$ cat config.mk
export PLATFORM = sky130hd
export DESIGN_NAME = txb_arbiter
export DESIGN_NICKNAME = d
export VERILOG_FILES = /design/src/rtl/txb_pkg.sv /design/src/rtl/txb_slot.sv /design/src/rtl/txb_pick.sv /design/src/rtl/txb_ctrl.sv /design/src/rtl/txb_arbiter.sv
export SDC_FILE = /design/constraint.sdc
export NUM_CORES = 1
export LEC_CHECK = 0
export BUFFER_PORTS_ARGS = -buffer_cell sky130_fd_sc_hd__buf_2
export CAP_MARGIN = 5
export CORE_MARGIN = 2
export CORE_UTILIZATION = 59
export CTS_BUF_LIST = sky130_fd_sc_hd__clkbuf_16
export CTS_CLUSTER_SIZE = 16
export DETAILED_ROUTE_END_ITERATION = 8
export PLACE_DENSITY_LB_ADDON = 0.3
export SYNTH_ARGS = -nofsm -noshare
export SYNTH_HDL_FRONTEND = slang
export SYNTH_HIERARCHICAL = 1
export SYNTH_SLANG_ARGS = --single-unit
$ cat constraint.sdc
create_clock -name clk -period 8 [get_ports clk]
set_clock_uncertainty 0.1 [all_clocks]
set_input_delay 1.6 -clock clk [delete_from_list [all_inputs] [get_ports clk]]
set_output_delay 1.6 -clock clk [all_outputs]
set_load 0.02 [all_outputs]
$ cat src/rtl/txb_pkg.sv
package txb_pkg;

    typedef enum logic [1:0] {
        ST_IDLE   = 2'd0,
        ST_LAUNCH = 2'd1,
        ST_BUSY   = 2'd2
    } txb_state_e;

endpackage

$ cat src/rtl/txb_slot.sv
// One transmit buffer: stored word, request, deferred cancel and status flags.
module txb_slot #(
    parameter int WORD_W = 10
) (
    input  logic              clk,
    input  logic              rst_n,
    input  logic              set_i,
    input  logic              cancel_i,
    input  logic              active_i,
    input  logic              ok_i,
    input  logic              lost_i,
    input  logic              err_i,
    input  logic              txif_clr_i,
    input  logic              wr_en_i,
    input  logic [WORD_W-1:0] wr_word_i,
    output logic              req_o,
    output logic              abort_o,
    output logic              larb_o,
    output logic              err_o,
    output logic              txif_o,
    output logic [WORD_W-1:0] word_o
);

    logic              req_q;
    logic              wait_q;     // cancel held until the in-flight outcome
    logic              abort_q;
    logic              larb_q;
    logic              err_q;
    logic              txif_q;
    logic [WORD_W-1:0] word_q;

    always_ff @(posedge clk or negedge rst_n) begin
        if (!rst_n) begin
            req_q   <= 1'b0;
            wait_q  <= 1'b0;
            abort_q <= 1'b0;
            larb_q  <= 1'b0;
            err_q   <= 1'b0;
            txif_q  <= 1'b0;
            word_q  <= '0;
        end else begin
            // writes are locked out while a request is pending
            if (wr_en_i && !req_q) begin
                word_q <= wr_word_i;
            end
            if (txif_clr_i) begin
                txif_q <= 1'b0;
            end
            if (active_i) begin
                if (ok_i) begin
                    req_q  <= 1'b0;
                    txif_q <= 1'b1;
                    wait_q <= 1'b0;
                end else if (lost_i || err_i) begin
                    if (lost_i) larb_q <= 1'b1;
                    if (err_i)  err_q  <= 1'b1;
                    if (wait_q || cancel_i) begin
                        req_q   <= 1'b0;
                        abort_q <= 1'b1;
                        wait_q  <= 1'b0;
                    end
                end else if (cancel_i) begin
                    wait_q <= 1'b1;
                end
            end else if (req_q && cancel_i) begin
                req_q   <= 1'b0;
                abort_q <= 1'b1;
            end else if (set_i && !req_q) begin
                req_q   <= 1'b1;
                abort_q <= 1'b0;
                larb_q  <= 1'b0;
                err_q   <= 1'b0;
            end
        end
    end

    assign req_o   = req_q;
    assign abort_o = abort_q;
    assign larb_o  = larb_q;
    assign err_o   = err_q;
    assign txif_o  = txif_q;
    assign word_o  = word_q;

endmodule

$ cat src/rtl/txb_pick.sv
// Highest priority wins; the strict compare keeps the lowest index on a tie.
module txb_pick #(
    parameter int NBUF   = 4,
    parameter int PRIO_W = 2,
    parameter int IDX_W  = 2
) (
    input  logic [NBUF-1:0]             elig_i,
    input  logic [NBUF-1:0][PRIO_W-1:0] prio_i,
    output logic                        any_o,
    output logic [IDX_W-1:0]            idx_o
);

    logic [PRIO_W-1:0] best;

    always_comb begin
        any_o = 1'b0;
        idx_o = '0;
        best  = '0;
        for (int i = 0; i < NBUF; i++) begin
            if (elig_i[i] && (!any_o || (prio_i[i] > best))) begin
                any_o = 1'b1;
                idx_o = IDX_W'(i);
                best  = prio_i[i];
            end
        end
    end

endmodule

$ cat src/rtl/txb_ctrl.sv
// Launch controller: IDLE -> LAUNCH -> BUSY -> IDLE.
module txb_ctrl
    import txb_pkg::*;
#(
    parameter int IDX_W = 2
) (
    input  logic             clk,
    input  logic             rst_n,
    input  logic             bus_free,
    input  logic             any_elig,
    input  logic [IDX_W-1:0] win_idx,
    input  logic             eng_done,
    output logic [IDX_W-1:0] act_idx,
    output logic             tx_start,
    output logic             in_flight,
    output logic             outcome_en
);

    txb_state_e       state_q;
    txb_state_e       state_n;
    logic [IDX_W-1:0] act_q;

    always_ff @(posedge clk or negedge rst_n) begin
        if (!rst_n) begin
            state_q <= ST_IDLE;
            act_q   <= '0;
        end else begin
            state_q <= state_n;
            if (state_q == ST_IDLE && state_n == ST_LAUNCH) begin
                act_q <= win_idx;
            end
        end
    end

    always_comb begin
        state_n = state_q;
        unique case (state_q)
            ST_IDLE:   if (bus_free && any_elig) state_n = ST_LAUNCH;
            ST_LAUNCH: state_n = ST_BUSY;
            ST_BUSY:   if (eng_done) state_n = ST_IDLE;
            default:   state_n = ST_IDLE;
        endcase
    end

    always_comb begin
        tx_start   = (state_q == ST_LAUNCH);
        in_flight  = (state_q != ST_IDLE);
        outcome_en = (state_q == ST_BUSY);
        act_idx    = act_q;
    end

endmodule

$ cat src/rtl/txb_arbiter.sv
module txb_arbiter #(
    parameter int NBUF   = 4,
    parameter int PRIO_W = 2,
    parameter int DATA_W = 8
) (
    input  logic                                  clk,
    input  logic                                  rst_n,
    input  logic                                  host_wr_en,
    input  logic [$clog2(NBUF)-1:0]               host_wr_idx,
    input  logic [PRIO_W+DATA_W-1:0]              host_wr_word,
    input  logic [$clog2(NBUF)-1:0]               host_rd_idx,
    output logic [PRIO_W+DATA_W-1:0]              host_rd_word,
    input  logic [NBUF-1:0]                       req_set,
    input  logic [NBUF-1:0]                       req_clr,
    input  logic                                  abort_all,
    input  logic [NBUF-1:0]                       int_en,
    input  logic [NBUF-1:0]                       txif_clr,
    input  logic                                  err_irq_clr,
    input  logic                                  bus_free,
    output logic                                  tx_start,
    output logic [$clog2(NBUF)-1:0]               tx_idx,
    output logic [PRIO_W+DATA_W-1:0]              tx_word,
    input  logic                                  eng_ok,
    input  logic                                  eng_lost,
    input  logic                                  eng_err,
    output logic [NBUF-1:0]                       req_pend,
    output logic [NBUF-1:0]                       abort_flag,
    output logic [NBUF-1:0]                       larb_flag,
    output logic [NBUF-1:0]                       err_flag,
    output logic [NBUF-1:0]                       txif,
    output logic                                  irq,
    output logic                                  err_irq,
    output logic                                  abort_all_busy
);

    localparam int IDX_W  = $clog2(NBUF);
    localparam int WORD_W = PRIO_W + DATA_W;

    logic [NBUF-1:0]             cancel;
    logic [NBUF-1:0]             elig;
    logic [NBUF-1:0]             active;
    logic [NBUF-1:0][PRIO_W-1:0] prio;
    logic [WORD_W-1:0]           words [NBUF];
    logic                        any_elig;
    logic [IDX_W-1:0]            win_idx;
    logic [IDX_W-1:0]            act_idx;
    logic                        in_flight;
    logic                        outcome_en;
    logic                        ok_g;
    logic                        lost_g;
    logic                        err_g;
    logic                        glob_q;
    logic                        err_irq_q;

    assign ok_g   = eng_ok   && outcome_en;
    assign lost_g = eng_lost && outcome_en;
    assign err_g  = eng_err  && outcome_en;

    assign cancel = req_clr | {NBUF{glob_q}};
    assign elig   = req_pend & ~cancel;

    generate
        for (genvar i = 0; i < NBUF; i++) begin : g_slot
            assign active[i] = in_flight && (act_idx == IDX_W'(i));
            assign prio[i]   = words[i][WORD_W-1 -: PRIO_W];

            txb_slot #(.WORD_W(WORD_W)) u_slot (
                .clk        (clk),
                .rst_n      (rst_n),
                .set_i      (req_set[i]),
                .cancel_i   (cancel[i]),
                .active_i   (active[i]),
                .ok_i       (ok_g),
                .lost_i     (lost_g),
                .err_i      (err_g),
                .txif_clr_i (txif_clr[i]),
                .wr_en_i    (host_wr_en && (host_wr_idx == IDX_W'(i))),
                .wr_word_i  (host_wr_word),
                .req_o      (req_pend[i]),
                .abort_o    (abort_flag[i]),
                .larb_o     (larb_flag[i]),
                .err_o      (err_flag[i]),
                .txif_o     (txif[i]),
                .word_o     (words[i])
            );
        end
    endgenerate

    txb_pick #(.NBUF(NBUF), .PRIO_W(PRIO_W), .IDX_W(IDX_W)) u_pick (
        .elig_i (elig),
        .prio_i (prio),
        .any_o  (any_elig),
        .idx_o  (win_idx)
    );

    txb_ctrl #(.IDX_W(IDX_W)) u_ctrl (
        .clk        (clk),
        .rst_n      (rst_n),
        .bus_free   (bus_free),
        .any_elig   (any_elig),
        .win_idx    (win_idx),
        .eng_done   (eng_ok || eng_lost || eng_err),
        .act_idx    (act_idx),
        .tx_start   (tx_start),
        .in_flight  (in_flight),
        .outcome_en (outcome_en)
    );

    // global abort: only the block itself ends it, once nothing is pending
    always_ff @(posedge clk or negedge rst_n) begin
        if (!rst_n) begin
            glob_q    <= 1'b0;
            err_irq_q <= 1'b0;
        end else begin
            glob_q <= abort_all || (glob_q && ((|req_pend) || (|req_set)));
            if (err_irq_clr) err_irq_q <= 1'b0;
            if (err_g)       err_irq_q <= 1'b1;
        end
    end

    assign tx_idx         = act_idx;
    assign tx_word        = words[act_idx];
    assign host_rd_word   = words[host_rd_idx];
    assign irq            = |(txif & int_en);
    assign err_irq        = err_irq_q;
    assign abort_all_busy = glob_q;

endmodule

==> impl_results.html <==
<table>
<tr><th>Metric</th><th>Value</th></tr>
<tr><th colspan="2">Finish</th></tr>
<tr><td>Filler instances</td><td>between 400 and 500</td></tr>
<tr><td>Share of final-layout standard cells stronger than drive strength 1</td><td>between 40 and 50%</td></tr>
<tr><td>Fin nets</td><td>between 400 and 500</td></tr>
<tr><td>Total area of multi-input combinational cells</td><td>around 0.002 mm²</td></tr>
<tr><td>Area of all placed cells without fillers</td><td>about 0.0048 mm²</td></tr>
<tr><td>Register area</td><td>roughly 0.0018 mm²</td></tr>
<tr><td>Area growth from synthesis to final layout</td><td>20.6%</td></tr>
<tr><td>Ant diodes</td><td>0</td></tr>
<tr><th colspan="2">Die</th></tr>
<tr><td>Full die area</td><td>about 0.0075 mm²</td></tr>
<tr><td>Area of the core</td><td>approximately 0.0067 mm²</td></tr>
<tr><td>Initial Utilization</td><td>roughly 60%</td></tr>
<tr><td>IO Count</td><td>85</td></tr>
<tr><td>DIE WIDTH</td><td>~86 µm</td></tr>
<tr><td>DIE HEIGHT</td><td>86.3 µm</td></tr>
<tr><td>Row count</td><td>30</td></tr>
<tr><th colspan="2">STA</th></tr>
<tr><td>Peak Freq</td><td>171 MHz</td></tr>
<tr><td>Slew at the pin closest to its max-slew limit</td><td>937 ps</td></tr>
<tr><td>Min Hold Slack</td><td>376 ps</td></tr>
<tr><td>Sum Neg Setup Slack</td><td>0 ps</td></tr>
<tr><td>Headroom to the max-slew limit</td><td>37.2%</td></tr>
<tr><td>Number of setup violations in the final report</td><td>0</td></tr>
<tr><td>Post-layout minimum cycle time</td><td>slightly below 6000 ps</td></tr>
<tr><td>Setup repair after global routing missed its margin</td><td>no</td></tr>
<tr><td>Final Hold Violating Endpoints</td><td>0</td></tr>
<tr><td>Final worst path period share</td><td>73.2%</td></tr>
<tr><td>Fin. max-slew vios</td><td>0</td></tr>
<tr><th colspan="2">Logic synthesis</th></tr>
<tr><td>Mapped Nets</td><td>359</td></tr>
<tr><td>Yosys top cell area share</td><td>43.8%</td></tr>
<tr><td>Share of synthesized flip-flops with an asynchronous set or reset</td><td>100%</td></tr>
<tr><td>Biggest area consumer among synthesized cells</td><td>dfrtp_1</td></tr>
<tr><td>Largest cells by area after synthesis</td><td>dfrtp_1, mux2_4, mux4_2, a21oi_1, mux4_1</td></tr>
<tr><td>Combined area of all synthesized cells</td><td>about 0.004 mm²</td></tr>
<tr><td>Most instantiated flip-flop cell in the synthesis netlist</td><td>dfrtp_1</td></tr>
<tr><td>Synth Warn #</td><td>6</td></tr>
<tr><td>Synthesized instance count</td><td>around 310</td></tr>
<tr><td>Avg Inst Size Synth</td><td>between 10 and 15 µm²</td></tr>
<tr><td>Total of flip-flops plus latches after synthesis</td><td>70</td></tr>
<tr><td>Most used standard cell by instance count after synthesis</td><td>dfrtp_1</td></tr>
<tr><td>Portion of the post-synthesis area used by sequential elements</td><td>between 40% and 50%</td></tr>
<tr><td>Number of flops mapped to enable cells by yosys</td><td>0</td></tr>
<tr><td>Count of distinct cell types in the synthesized netlist</td><td>47</td></tr>
<tr><td>Most frequent cells after synthesis</td><td>dfrtp_1, mux2_4, a21oi_1</td></tr>
<tr><th colspan="2">Setup path</th></tr>
<tr><td>Cell at the slowest stage of the critical path</td><td>mux2_1</td></tr>
<tr><td>Cell count of the worst reg-to-reg path</td><td>18</td></tr>
<tr><td>Type of the worst setup path</td><td>in2reg</td></tr>
<tr><td>Worst reg2reg path endpoint</td><td>u_ctrl/act_idx[1]</td></tr>
<tr><td>Critical path fanouts, max</td><td>6</td></tr>
<tr><td>Worst setup slack for register-to-register paths</td><td>3030 ps</td></tr>
<tr><td>CP Data Required Time</td><td>a little over 8000 ps</td></tr>
<tr><td>Startpoint of the worst-slack reg-to-reg timing path</td><td>abort_all_busy</td></tr>
<tr><td>Data arrival at the endpoint of the critical path</td><td>between 5000 and 6000 ps</td></tr>
<tr><td>Worst setup EP type</td><td>flop</td></tr>
<tr><td>Category of the worst setup path launch point</td><td>primary input</td></tr>
<tr><td>Worst path max stage delay</td><td>~370 ps</td></tr>
<tr><td>Chain of cells forming the critical path</td><td>buf_2 -&gt; or2_2 -&gt; nor2_1 -&gt; nand2_1 -&gt; ha_1 -&gt; nor2b_1 -&gt; o311a_1 -&gt; a32oi_1 -&gt; ha_1 -&gt; nor2b_1 -&gt; a2bb2oi_1 -&gt; o21ai_1 -&gt; mux2_1 -&gt; ha_1 -&gt; nor2b_1 -&gt; a2bb2oi_1 -&gt; o21ai_0 -&gt; nand2_1 -&gt; mux2_4</td></tr>
<tr><th colspan="2">GRT</th></tr>
<tr><td>Largest net degree at the start of global routing</td><td>slightly above 70</td></tr>
<tr><td>Total congestion overflow after global routing</td><td>0</td></tr>
<tr><td>Wire length of the first global-routing pass</td><td>around 16000 µm</td></tr>
<tr><td>Overall Global Routing Usage</td><td>between 20% and 30%</td></tr>
<tr><td>Via count of the first global-routing pass</td><td>roughly 3.1k</td></tr>
<tr><td>Number of antenna violations at the first check in global routing</td><td>0</td></tr>
<tr><th colspan="2">Clock network</th></tr>
<tr><td>Number of buffers inserted for hold repair after clock tree synthesis</td><td>0</td></tr>
<tr><td>Clock transition at the registers of the reported paths</td><td>60 ps</td></tr>
<tr><td>Post-CTS resize count</td><td>0</td></tr>
<tr><td>Htree depth</td><td>3</td></tr>
<tr><td>Maximum buffer depth of the clock tree</td><td>2</td></tr>
<tr><td>Post-CTS Setup Repair Bufs</td><td>0</td></tr>
<tr><td>Source-to-sink clock delay at the later pin of the worst-skew pair</td><td>approximately 330 ps</td></tr>
<tr><td>Number of buffers added by the clock tree synthesis step</td><td>9</td></tr>
<tr><td>Master cell of the clock root buffer</td><td>clkbuf_16</td></tr>
<tr><td>Clock sinks</td><td>70</td></tr>
<tr><td>Clock tree from TritonCTS</td><td>done</td></tr>
<tr><th colspan="2">Route</th></tr>
<tr><td>Detailed Route Iter0 Violations</td><td>around 190</td></tr>
<tr><td>Ratio of routed vias to standard cells</td><td>6.22</td></tr>
<tr><td>DRC</td><td>0</td></tr>
<tr><td>WL/cell</td><td>between 15 and 20 µm</td></tr>
<tr><td>Remaining antenna violation count after routing</td><td>0</td></tr>
<tr><td>DRT Pass-1 Iters</td><td>5</td></tr>
<tr><td>Via count</td><td>~3k</td></tr>
<tr><td>WL final</td><td>roughly 9500 µm</td></tr>
<tr><th colspan="2">Placed design</th></tr>
<tr><td>Total placed instance area</td><td>approximately 0.0044 mm²</td></tr>
<tr><td>HPWL Detailed</td><td>about 6200 µm</td></tr>
<tr><td># port buffers</td><td>84</td></tr>
<tr><td>Final weighted congestion in routability-driven placement</td><td>~0.8</td></tr>
<tr><th colspan="2">Outcome</th></tr>
<tr><td>Outcome</td><td>finished, final reports clean</td></tr>
<tr><th colspan="2">Min path</th></tr>
<tr><td>Launch instance of the worst min-delay path</td><td>err_irq</td></tr>
<tr><td>Capture endpoint of the worst hold path</td><td>err_irq</td></tr>
<tr><td>Kind of path behind the tightest hold check</td><td>reg2reg</td></tr>
<tr><td>Count of cells along the worst hold path</td><td>1</td></tr>
<tr><th colspan="2">Power and ir drop</th></tr>
<tr><td>VDD IR-drop max</td><td>~0.14 mV</td></tr>
<tr><td>Standby leakage power</td><td>2.28 nW</td></tr>
<tr><td>Pwr/cell area</td><td>273 mW/mm²</td></tr>
<tr><th colspan="2">Job</th></tr>
<tr><td>Total of max-cap violations</td><td>0</td></tr>
</table>
## how the worst max path moves through the flow
stage | startpoint | end | slack, ps | cells after the start
after floorplan | req_clr[0] | u_ctrl/act_idx[1] | 2530 | 18
after global placement | req_clr[0] | u_ctrl/act_idx[1] | 2210 | 19
after detailed placement | req_clr[0] | u_ctrl/act_idx[1] | 2050 | 19
after CTS | req_clr[0] | u_ctrl/act_idx[1] | 2260 | 19
after global routing | req_clr[0] | u_ctrl/act_idx[1] | 1990 | 19
final | req_clr[0] | u_ctrl/act_idx[1] | 2150 | 19
## sequential cells by signal, indices dropped and copies added, names as in the netlist, 2 cells and up
name	flops
g_slot.u_slot/word_o	40
g_slot.u_slot/abort_o	4
g_slot.u_slot/err_o	4
g_slot.u_slot/req_o	4
g_slot.u_slot/txif_o	4
u_ctrl/act_idx	2
g_slot.u_slot/wait_q	4
u_ctrl/state_q	2
g_slot.u_slot/larb_o	4
## logic make-up (layout without fill, tap and decap cells)
logic type	count (synthesis)	in the layout	share of synthesized area (%)
flops	70	70	43.8
compound gates	67	67	10.6
mux	64	64	28.1
fa+ha+maj	6	6	1.88
buf+inv	37	125	5.10
simple gates	70	70	10.5
## worst max-delay path: cells and delay by family
| family | cells | cell delay, ps |
|---|---|---|
| compound gates | 6 | 1430 |
| fa+ha+maj | 3 | 900 |
| buf+inv | 1 | 100 |
| mux | 2 | 630 |
| simple gates | 7 | 1310 |
## layout make-up
class	instances	share of cell area, %
clock buffer	9	4.67
clock inverter	7	3.81
inverter	24	1.87
multi-input combinational	207	42.4
sequential	70	36.3
tap	80	2.08
timing repair buffer	85	8.87
## power breakdown
part,internal (W),total [W],switching (W)
sequential,0.000413,0.000477,0.0000636
clock,0.000398,0.000547,0.000149
combinational,0.000165,0.000295,0.000130
## cell usage in the layout, fill, tap and decap left out, types with 5 or more instances in the layout
cell	netlist	layout
buf_2	1	84
mux2_4	43	43
dfrtp_1	70	70
ha_1	6	6
mux4_2	16	16
a21oi_1	37	37
nor2_1	16	16
inv_1	23	23
o22ai_1	8	8
clkbuf_16	0	9
or3_1	5	5
or2_2	5	5
nand2_1	9	9
bufinv_16	0	6
## through the flow
stage               utilization (%)  instances  worst slack [ps]  power, W
floorplan                         -        314              2530  0.000680
global placement               66.0        466              2210  0.000756
detailed placement             66.0        466              2050  0.000770
CTS                            72.2        482              2260   0.00132
global route                   72.2        482              1990   0.00137
finish                         72.2        482              2150   0.00132
## metal layers
layer	GRT usage, %	vias up	share of wire, %
li1	-	1326	-
met1	40.1	1518	43
met2	42.0	135	49
met3	6.29	20	6.5
met4	8.24	0	1.3
met5	0	-	0
Note: power is estimated with default switching activity, not from simulation.
